--- config.mk ---
export PLATFORM = sky130hd
export DESIGN_NAME = dl_delay_line
export DESIGN_NICKNAME = d
export VERILOG_FILES = /design/src/rtl/dl_pkg.sv /design/src/rtl/dl_plain_chain.sv /design/src/rtl/dl_bare_core.sv /design/src/rtl/dl_valid_chain.sv /design/src/rtl/dl_tail.sv /design/src/rtl/dl_delay_line.sv
export SDC_FILE = /design/constraint.sdc
export NUM_CORES = 1
export LEC_CHECK = 0
export CORE_ASPECT_RATIO = 1.75
export CORE_MARGIN = 1
export CORE_UTILIZATION = 52
export CTS_BUF_LIST = sky130_fd_sc_hd__clkbuf_2
export DETAILED_ROUTE_END_ITERATION = 10
export PLACE_DENSITY_LB_ADDON = 0.15
export SYNTH_ARGS = -nofsm -noshare
export SYNTH_HDL_FRONTEND = slang
export SYNTH_HIERARCHICAL = 1
export SYNTH_SLANG_ARGS = --single-unit
--- constraint.sdc ---
create_clock -name clk_i -period 0.8 [get_ports clk_i]
set_input_delay 0.2 -clock clk_i [delete_from_list [all_inputs] [get_ports clk_i]]
set_output_delay 0.2 -clock clk_i [all_outputs]
set_load 0.03 [all_outputs]
--- src/rtl/dl_pkg.sv ---
package dl_pkg;
   timeunit 1ns;
   timeprecision 1ps;

   // Stages pulled out of the resetless core into resettable registers.
   localparam int DL_TAIL_STAGES = 2;

   // Chooses the split (resetless core) structure over a plain chain.
   function automatic bit dl_use_split(input int depth, input int width,
                                       input int core_min);
      return (width >= 2) && ((depth - DL_TAIL_STAGES) > core_min);
   endfunction

endpackage

--- src/rtl/dl_plain_chain.sv ---
module dl_plain_chain #(
   parameter int DEPTH = 4,
   parameter int WIDTH = 18
) (
   input  logic             clk_i,
   input  logic             srst_i,
   input  logic [WIDTH-1:0] data_i,
   output logic [WIDTH-1:0] data_o
);
   timeunit 1ns;
   timeprecision 1ps;

   for (genvar s = 0; s < DEPTH; s++) begin : g_stage
      logic [WIDTH-1:0] q;
      if (s == 0) begin : g_head
         always_ff @(posedge clk_i) begin
            if (srst_i) q <= '0;
            else        q <= data_i;
         end
      end else begin : g_body
         always_ff @(posedge clk_i) begin
            if (srst_i) q <= '0;
            else        q <= g_stage[s-1].q;
         end
      end
   end

   assign data_o = g_stage[DEPTH-1].q;

endmodule

--- src/rtl/dl_bare_core.sv ---
module dl_bare_core #(
   parameter int LEN   = 6,
   parameter int WIDTH = 18
) (
   input  logic             clk_i,
   input  logic [WIDTH-1:0] data_i,
   output logic [WIDTH-1:0] data_o
);
   timeunit 1ns;
   timeprecision 1ps;

   // Plain shift stages: no reset, contents survive a reset of the block.
   for (genvar s = 0; s < LEN; s++) begin : g_stage
      logic [WIDTH-1:0] q;
      if (s == 0) begin : g_head
         always_ff @(posedge clk_i) q <= data_i;
      end else begin : g_body
         always_ff @(posedge clk_i) q <= g_stage[s-1].q;
      end
   end

   assign data_o = g_stage[LEN-1].q;

endmodule

--- src/rtl/dl_valid_chain.sv ---
module dl_valid_chain #(
   parameter int LEN = 6
) (
   input  logic clk_i,
   input  logic srst_i,
   output logic valid_o
);
   timeunit 1ns;
   timeprecision 1ps;

   // Flag s is set when core stage s holds a sample taken after reset.
   for (genvar s = 0; s < LEN; s++) begin : g_flag
      logic q;
      if (s == 0) begin : g_head
         always_ff @(posedge clk_i) begin
            if (srst_i) q <= 1'b0;
            else        q <= 1'b1;
         end
      end else begin : g_body
         always_ff @(posedge clk_i) begin
            if (srst_i) q <= 1'b0;
            else        q <= g_flag[s-1].q;
         end
      end
   end

   assign valid_o = g_flag[LEN-1].q;

endmodule

--- src/rtl/dl_tail.sv ---
module dl_tail #(
   parameter int WIDTH = 18
) (
   input  logic             clk_i,
   input  logic             srst_i,
   input  logic             valid_i,
   input  logic [WIDTH-1:0] core_i,
   output logic [WIDTH-1:0] data_o
);
   timeunit 1ns;
   timeprecision 1ps;

   // Per bit: substitution select, then two resettable stages.
   for (genvar b = 0; b < WIDTH; b++) begin : g_bit
      logic pick;
      logic near_q;
      logic far_q;

      assign pick = valid_i & core_i[b];

      always_ff @(posedge clk_i) begin
         if (srst_i) begin
            near_q <= 1'b0;
            far_q  <= 1'b0;
         end else begin
            near_q <= pick;
            far_q  <= near_q;
         end
      end

      assign data_o[b] = far_q;
   end

endmodule

--- src/rtl/dl_delay_line.sv ---
module dl_delay_line #(
   parameter int DEPTH        = 4,
   parameter int WIDTH        = 18,
   parameter int CORE_MIN_LEN = 3
) (
   input  logic             clk_i,
   input  logic             srst_i,
   input  logic [WIDTH-1:0] data_i,
   output logic [WIDTH-1:0] data_o
);
   timeunit 1ns;
   timeprecision 1ps;
   import dl_pkg::*;

   localparam bit USE_SPLIT = dl_use_split(DEPTH, WIDTH, CORE_MIN_LEN);
   localparam int CORE_LEN  = USE_SPLIT ? (DEPTH - DL_TAIL_STAGES) : 1;

   if (DEPTH < 1) begin : g_bad_depth
      $fatal(1, "dl_delay_line: DEPTH must be at least 1");
   end
   if (WIDTH < 1) begin : g_bad_width
      $fatal(1, "dl_delay_line: WIDTH must be at least 1");
   end
   if (CORE_MIN_LEN < 1) begin : g_bad_min
      $fatal(1, "dl_delay_line: CORE_MIN_LEN must be at least 1");
   end

   if (USE_SPLIT) begin : g_split
      logic [WIDTH-1:0] core_q;
      logic             core_valid;

      dl_bare_core #(.LEN(CORE_LEN), .WIDTH(WIDTH)) u_core (
         .clk_i  (clk_i),
         .data_i (data_i),
         .data_o (core_q)
      );

      dl_valid_chain #(.LEN(CORE_LEN)) u_valid (
         .clk_i   (clk_i),
         .srst_i  (srst_i),
         .valid_o (core_valid)
      );

      dl_tail #(.WIDTH(WIDTH)) u_tail (
         .clk_i   (clk_i),
         .srst_i  (srst_i),
         .valid_i (core_valid),
         .core_i  (core_q),
         .data_o  (data_o)
      );
   end else begin : g_plain
      dl_plain_chain #(.DEPTH(DEPTH), .WIDTH(WIDTH)) u_chain (
         .clk_i  (clk_i),
         .srst_i (srst_i),
         .data_i (data_i),
         .data_o (data_o)
      );
   end

endmodule

* Word-level counts from Yosys, hierarchy flattened
Index checks and enable logic that the tools add are counted.
** Word-level totals
- Memory bits (read-only) :: 0
- Memory bits (writable) :: 0
- Input port bits :: 20
- Output and inout port bits :: 18
- Latch bits :: 0
- Logic and storage cells :: 4
- Register bits :: 72
- Memories :: 0
** Operators by class
- Muxes and demuxes :: 0
- Div/mod/pow operators :: 0
- Shift operators :: 0
- Reductions and logical operators :: 0
- Bitwise operators :: 0
- Add/subtract/negate cells :: 0
- Equal/unequal tests :: 0
- Multiply operators :: 0
- Order comparisons :: 0

* Logic depth before layout (Yosys ltp)
- Depth in word-level cells :: 0
- Depth in mapped cells :: 3
- Depth with buffers taken out :: 1

* Worst setup path after synthesis
Ideal clock, no wire load.
- Path kind :: register -> output
- Start point :: reg g_plain.u_chain.g_stage[3].q[0], in the netlist g_plain.u_chain/data_o[0]
- End point :: out data_o[0]
- Setup slack :: 0.141 ns
- Buffers on the path :: 0
- Arrival time :: 0.459 ns
- Required time :: 0.600 ns
- Stages on the path, launching flop included :: 1
- Path through :: dfxtp_1
** RTL lines
- start: declaration :: line dl_plain_chain.sv:14 : logic [WIDTH-1:0] q;
- start signal: assignment :: line dl_plain_chain.sv:23 : else q <= g_stage[s-1].q;
- end: declaration :: line dl_delay_line.sv:9 : output logic [WIDTH-1:0] data_o
No word-level cell between the ends.

* Worst setup path in the final report
- Start point :: reg g_plain.u_chain.g_stage[3].q[6], in the netlist g_plain.u_chain/data_o[6]
- End point :: out data_o[6]
No word-level cell between the ends.

==> results.sh <==
export IMPL_outcome="complete, but fails checks"
export IMPL_violations="negative setup slack"
export IMPL_vias_per_cell=4.190
export IMPL_met3_usage=0.06557
export IMPL_tns_ns=-5.654
export IMPL_dieArea_um2=4072
export IMPL_nets=216
export IMPL_initial_core_util=0.5462
export IMPL_grt_use_met2=0.2210
export IMPL_avgRoutedWirePerCell_um=8.713
export IMPL_wl_um=2152
export IMPL_p_int_mw=4.314
export IMPL_htreeDepth=3
export IMPL_comb_power_share=0.059
export IMPL_clk_path_buf_depth=2
export IMPL_syn2layout_area_growth_pct=26.58
export IMPL_drtIter0Drc=10
export IMPL_grt_pass1_vias=1000
export IMPL_setup_slack_ns=-0.3306
export IMPL_grt_util_met1=0.1204
export IMPL_crit_path_max_incr_delay_ns=0.35
export IMPL_cts_tree="built"
export IMPL_synth_distinct_cells=3
export IMPL_cts_sinks=72
export IMPL_ys_seq_area_frac=0.7273
export IMPL_antenna_cells=0
export IMPL_grt_max_degree=37
export IMPL_top_usage_layer="met2"
export IMPL_peakVddDrop_mv=1.188
export IMPL_dieHeight_um=83.67
export IMPL_gr_total_overflow=0
export IMPL_synth_area_top_cells="dfxtp_1 73%, nor2b_1 23%, buf_6 4.5%"
export IMPL_tightest_slew_ns=0.2170
export IMPL_hpwl_um=1415
export IMPL_endpoint="data_o[6]"
export IMPL_pwr_share_clk=0.265
export IMPL_die_w_um=48.67
export IMPL_crit_required_ns=0.60
export IMPL_avgSynthCellArea_um2=13.04
export IMPL_p_sw_frac=0.2188
export IMPL_min_period_ns=1.131
export IMPL_place_ws_ns=-0.07184
export IMPL_fin_crit_sh=1.413
export IMPL_drc=0
export IMPL_synthAdderAreaFrac=0
export IMPL_start_kind="flop"
export IMPL_cts_clk_slew_worst_paths_ns=0.17
export IMPL_ant_nets=0
export IMPL_numCtsBuffers=9
export IMPL_finalHoldViolCount=0
export IMPL_skew_ns=0.01659
export IMPL_total_leakage_power_nw=1.031
export IMPL_worst_path_max_fanout=1
export IMPL_synth_cells=152
export IMPL_ys_ff_latch=72
export IMPL_yosysWarnings=6
export IMPL_globalplace_congestion=0.6018
export IMPL_worstSetupPathType="flop to primary output"
export IMPL_endpoint_kind="primary output"
export IMPL_r2r_end="g_plain.u_chain/g_stage[1].q[8]$_SDFF_PP0_"
export IMPL_worstPathArrival_ns=0.93
export IMPL_cp_startpoint="g_plain.u_chain/data_o[6]$_SDFF_PP0_"
export IMPL_critical_path_buf_inv_count=1
export IMPL_rows=29
export IMPL_n_fill_cell=274
export IMPL_antenna_found_initial=0
export IMPL_cap_violations=0
export IMPL_worst_path_max_delay_cell="dfxtp_2"
export IMPL_max_slew_margin=0.8554
export IMPL_power_mw=5.522
export IMPL_synthSimpleGateAreaFrac=0.2273
export IMPL_seqPwrFrac=0.677
export IMPL_hold_ws_ns=0.1532
export IMPL_root_buffer="clkbuf_2"
export IMPL_r2r_start="g_plain.u_chain/g_stage[0].q[8]$_SDFF_PP0_"
export IMPL_num_vias=1035
export IMPL_clk_latency_ns=0.45
export IMPL_synth_area_um2=1982
export IMPL_synth_top_family_by_area="simple AND/OR/NAND/NOR gates"
export IMPL_drt_pass1_iter_count=3
export IMPL_path_delay_family="flip-flops"
export IMPL_rsz0062_at_grt="true"
export IMPL_syn_num_nets=172
export IMPL_ios=38
export IMPL_core_area_um2=3628
export IMPL_grt_pass1_wl_um=3912
export IMPL_crit_chain="buf_6"
export IMPL_synth_xor_area_share=0
export IMPL_synth_compound_area_frac=0
export IMPL_yosysTopAreaCell="dfxtp_1"
export IMPL_portBuffers=37
export IMPL_rr_worst_depth=1
export IMPL_maxSlewViolCount=0
export IMPL_clock_fmax_ghz=0.8845
export IMPL_synth_mux_area_frac=0
export IMPL_drive_gt1_frac=0.2637
export IMPL_crit_cells=1
export IMPL_p_sw_mw=1.208
export IMPL_grt_use_total=0.1359
export IMPL_synth_top_area_frac=0.7273
export IMPL_hold_class="primary input to flop"
export IMPL_cellPowerDensity_nw_per_um2=2201
export IMPL_setup_viol=18
export IMPL_rrSetupSlack_ns=0.25
-- power by group through the flow --
stage | combinational (mW) | sequential (mW) | clock (mW)
5_1_grt | 0.355 | 3.75 | 1.72
6_report | 0.323 | 3.74 | 1.46
4_1_cts | 0.329 | 3.74 | 1.53
2_1_floorplan | 0.163 | 3.83 | 0
3_5_place_dp | 0.316 | 3.81 | 0
3_3_place_gp | 0.302 | 3.80 | 0
-- Yosys cell counts --
library cell   n
buf_6          8
dfxtp_1       72
nor2b_1       72
-- worst min-delay path by stage --
stage,from,endpoint,slack (ns),depth (start not counted)
2_1_floorplan,data_i[0],g_plain.u_chain/g_stage[0].q[0]$_SDFF_PP0_,0.33,1
3_3_place_gp,g_plain.u_chain/g_stage[1].q[13]$_SDFF_PP0_,g_plain.u_chain/g_stage[2].q[13]$_SDFF_PP0_,0.42,1
3_5_place_dp,g_plain.u_chain/g_stage[1].q[5]$_SDFF_PP0_,g_plain.u_chain/g_stage[2].q[5]$_SDFF_PP0_,0.42,1
4_1_cts,srst_i,g_plain.u_chain/g_stage[1].q[7]$_SDFF_PP0_,0.10,3
5_1_grt,srst_i,g_plain.u_chain/g_stage[1].q[7]$_SDFF_PP0_,0.12,3
6_report,srst_i,g_plain.u_chain/g_stage[1].q[9]$_SDFF_PP0_,0.15,3
-- cell usage in the layout (no fill, tap or decap), drive strengths merged --
cell	instances
clkdlybuf4s50	18
clkinvlp	1
nor2b	72
clkbuf	11
dfxtp	72
buf	22
dlygate4sd3	1
clkinv	4
-- metrics by stage --
stage / util / cells / cell area (um2)
floorplan: - / 152 / 1982
global placement: 0.6421 / 230 / 2330
detailed placement: 0.6421 / 230 / 2330
CTS: 0.6914 / 247 / 2509
global route: 0.6914 / 247 / 2509
finish: 0.6914 / 247 / 2509
-- area by class of cell --
type | instances | area, um2 | share of cell area
clock inverter | 5 | 23.77 | 0.009476
multi-input combinational | 72 | 450.4 | 0.1796
sequential | 72 | 1464 | 0.5835
clock buffer | 11 | 55.05 | 0.02195
timing repair buffer | 41 | 457.9 | 0.1825
tap | 46 | 57.56 | 0.02294
-- worst min-delay path, cell delays in order --
cell	delay [ns]
buf_2	0.18
buf_12	0.16
nor2b_1	0.04
-- routing by layer --
metal / vias to the layer above / wire, um / share of wire
met5: - / 0 / 0
met4: 0 / 97 / 0.045
met3: 9 / 142 / 0.066
met2: 39 / 1048 / 0.49
met1: 444 / 862 / 0.40
li1: 543 / - / -
-- flip-flops by register name, indices dropped and copies added, names as in the netlist --
name	cells
g_plain.u_chain/g_stage.q	54
g_plain.u_chain/data_o	18
-- repair_timing --
| item | in CTS | in global routing |
|---|---|---|
| cloned | 0 | 0 |
| resized for setup | 36 | 0 |
| hold endpoints to repair | 1 | 0 |
| buffers inserted | 0 | 0 |
| hold buffers | 1 | 0 |
| endpoints found under the setup margin | 18 | 18 |
-- cells by family (layout without fill, tap and decap cells) --
| group | count (synthesis) | in the layout |
|---|---|---|
| DFF | 72 | 72 |
| and+or+nand+nor | 72 | 72 |
| buffers and inverters | 8 | 57 |
No activity file was read; power rests on OpenSTA's default activity.
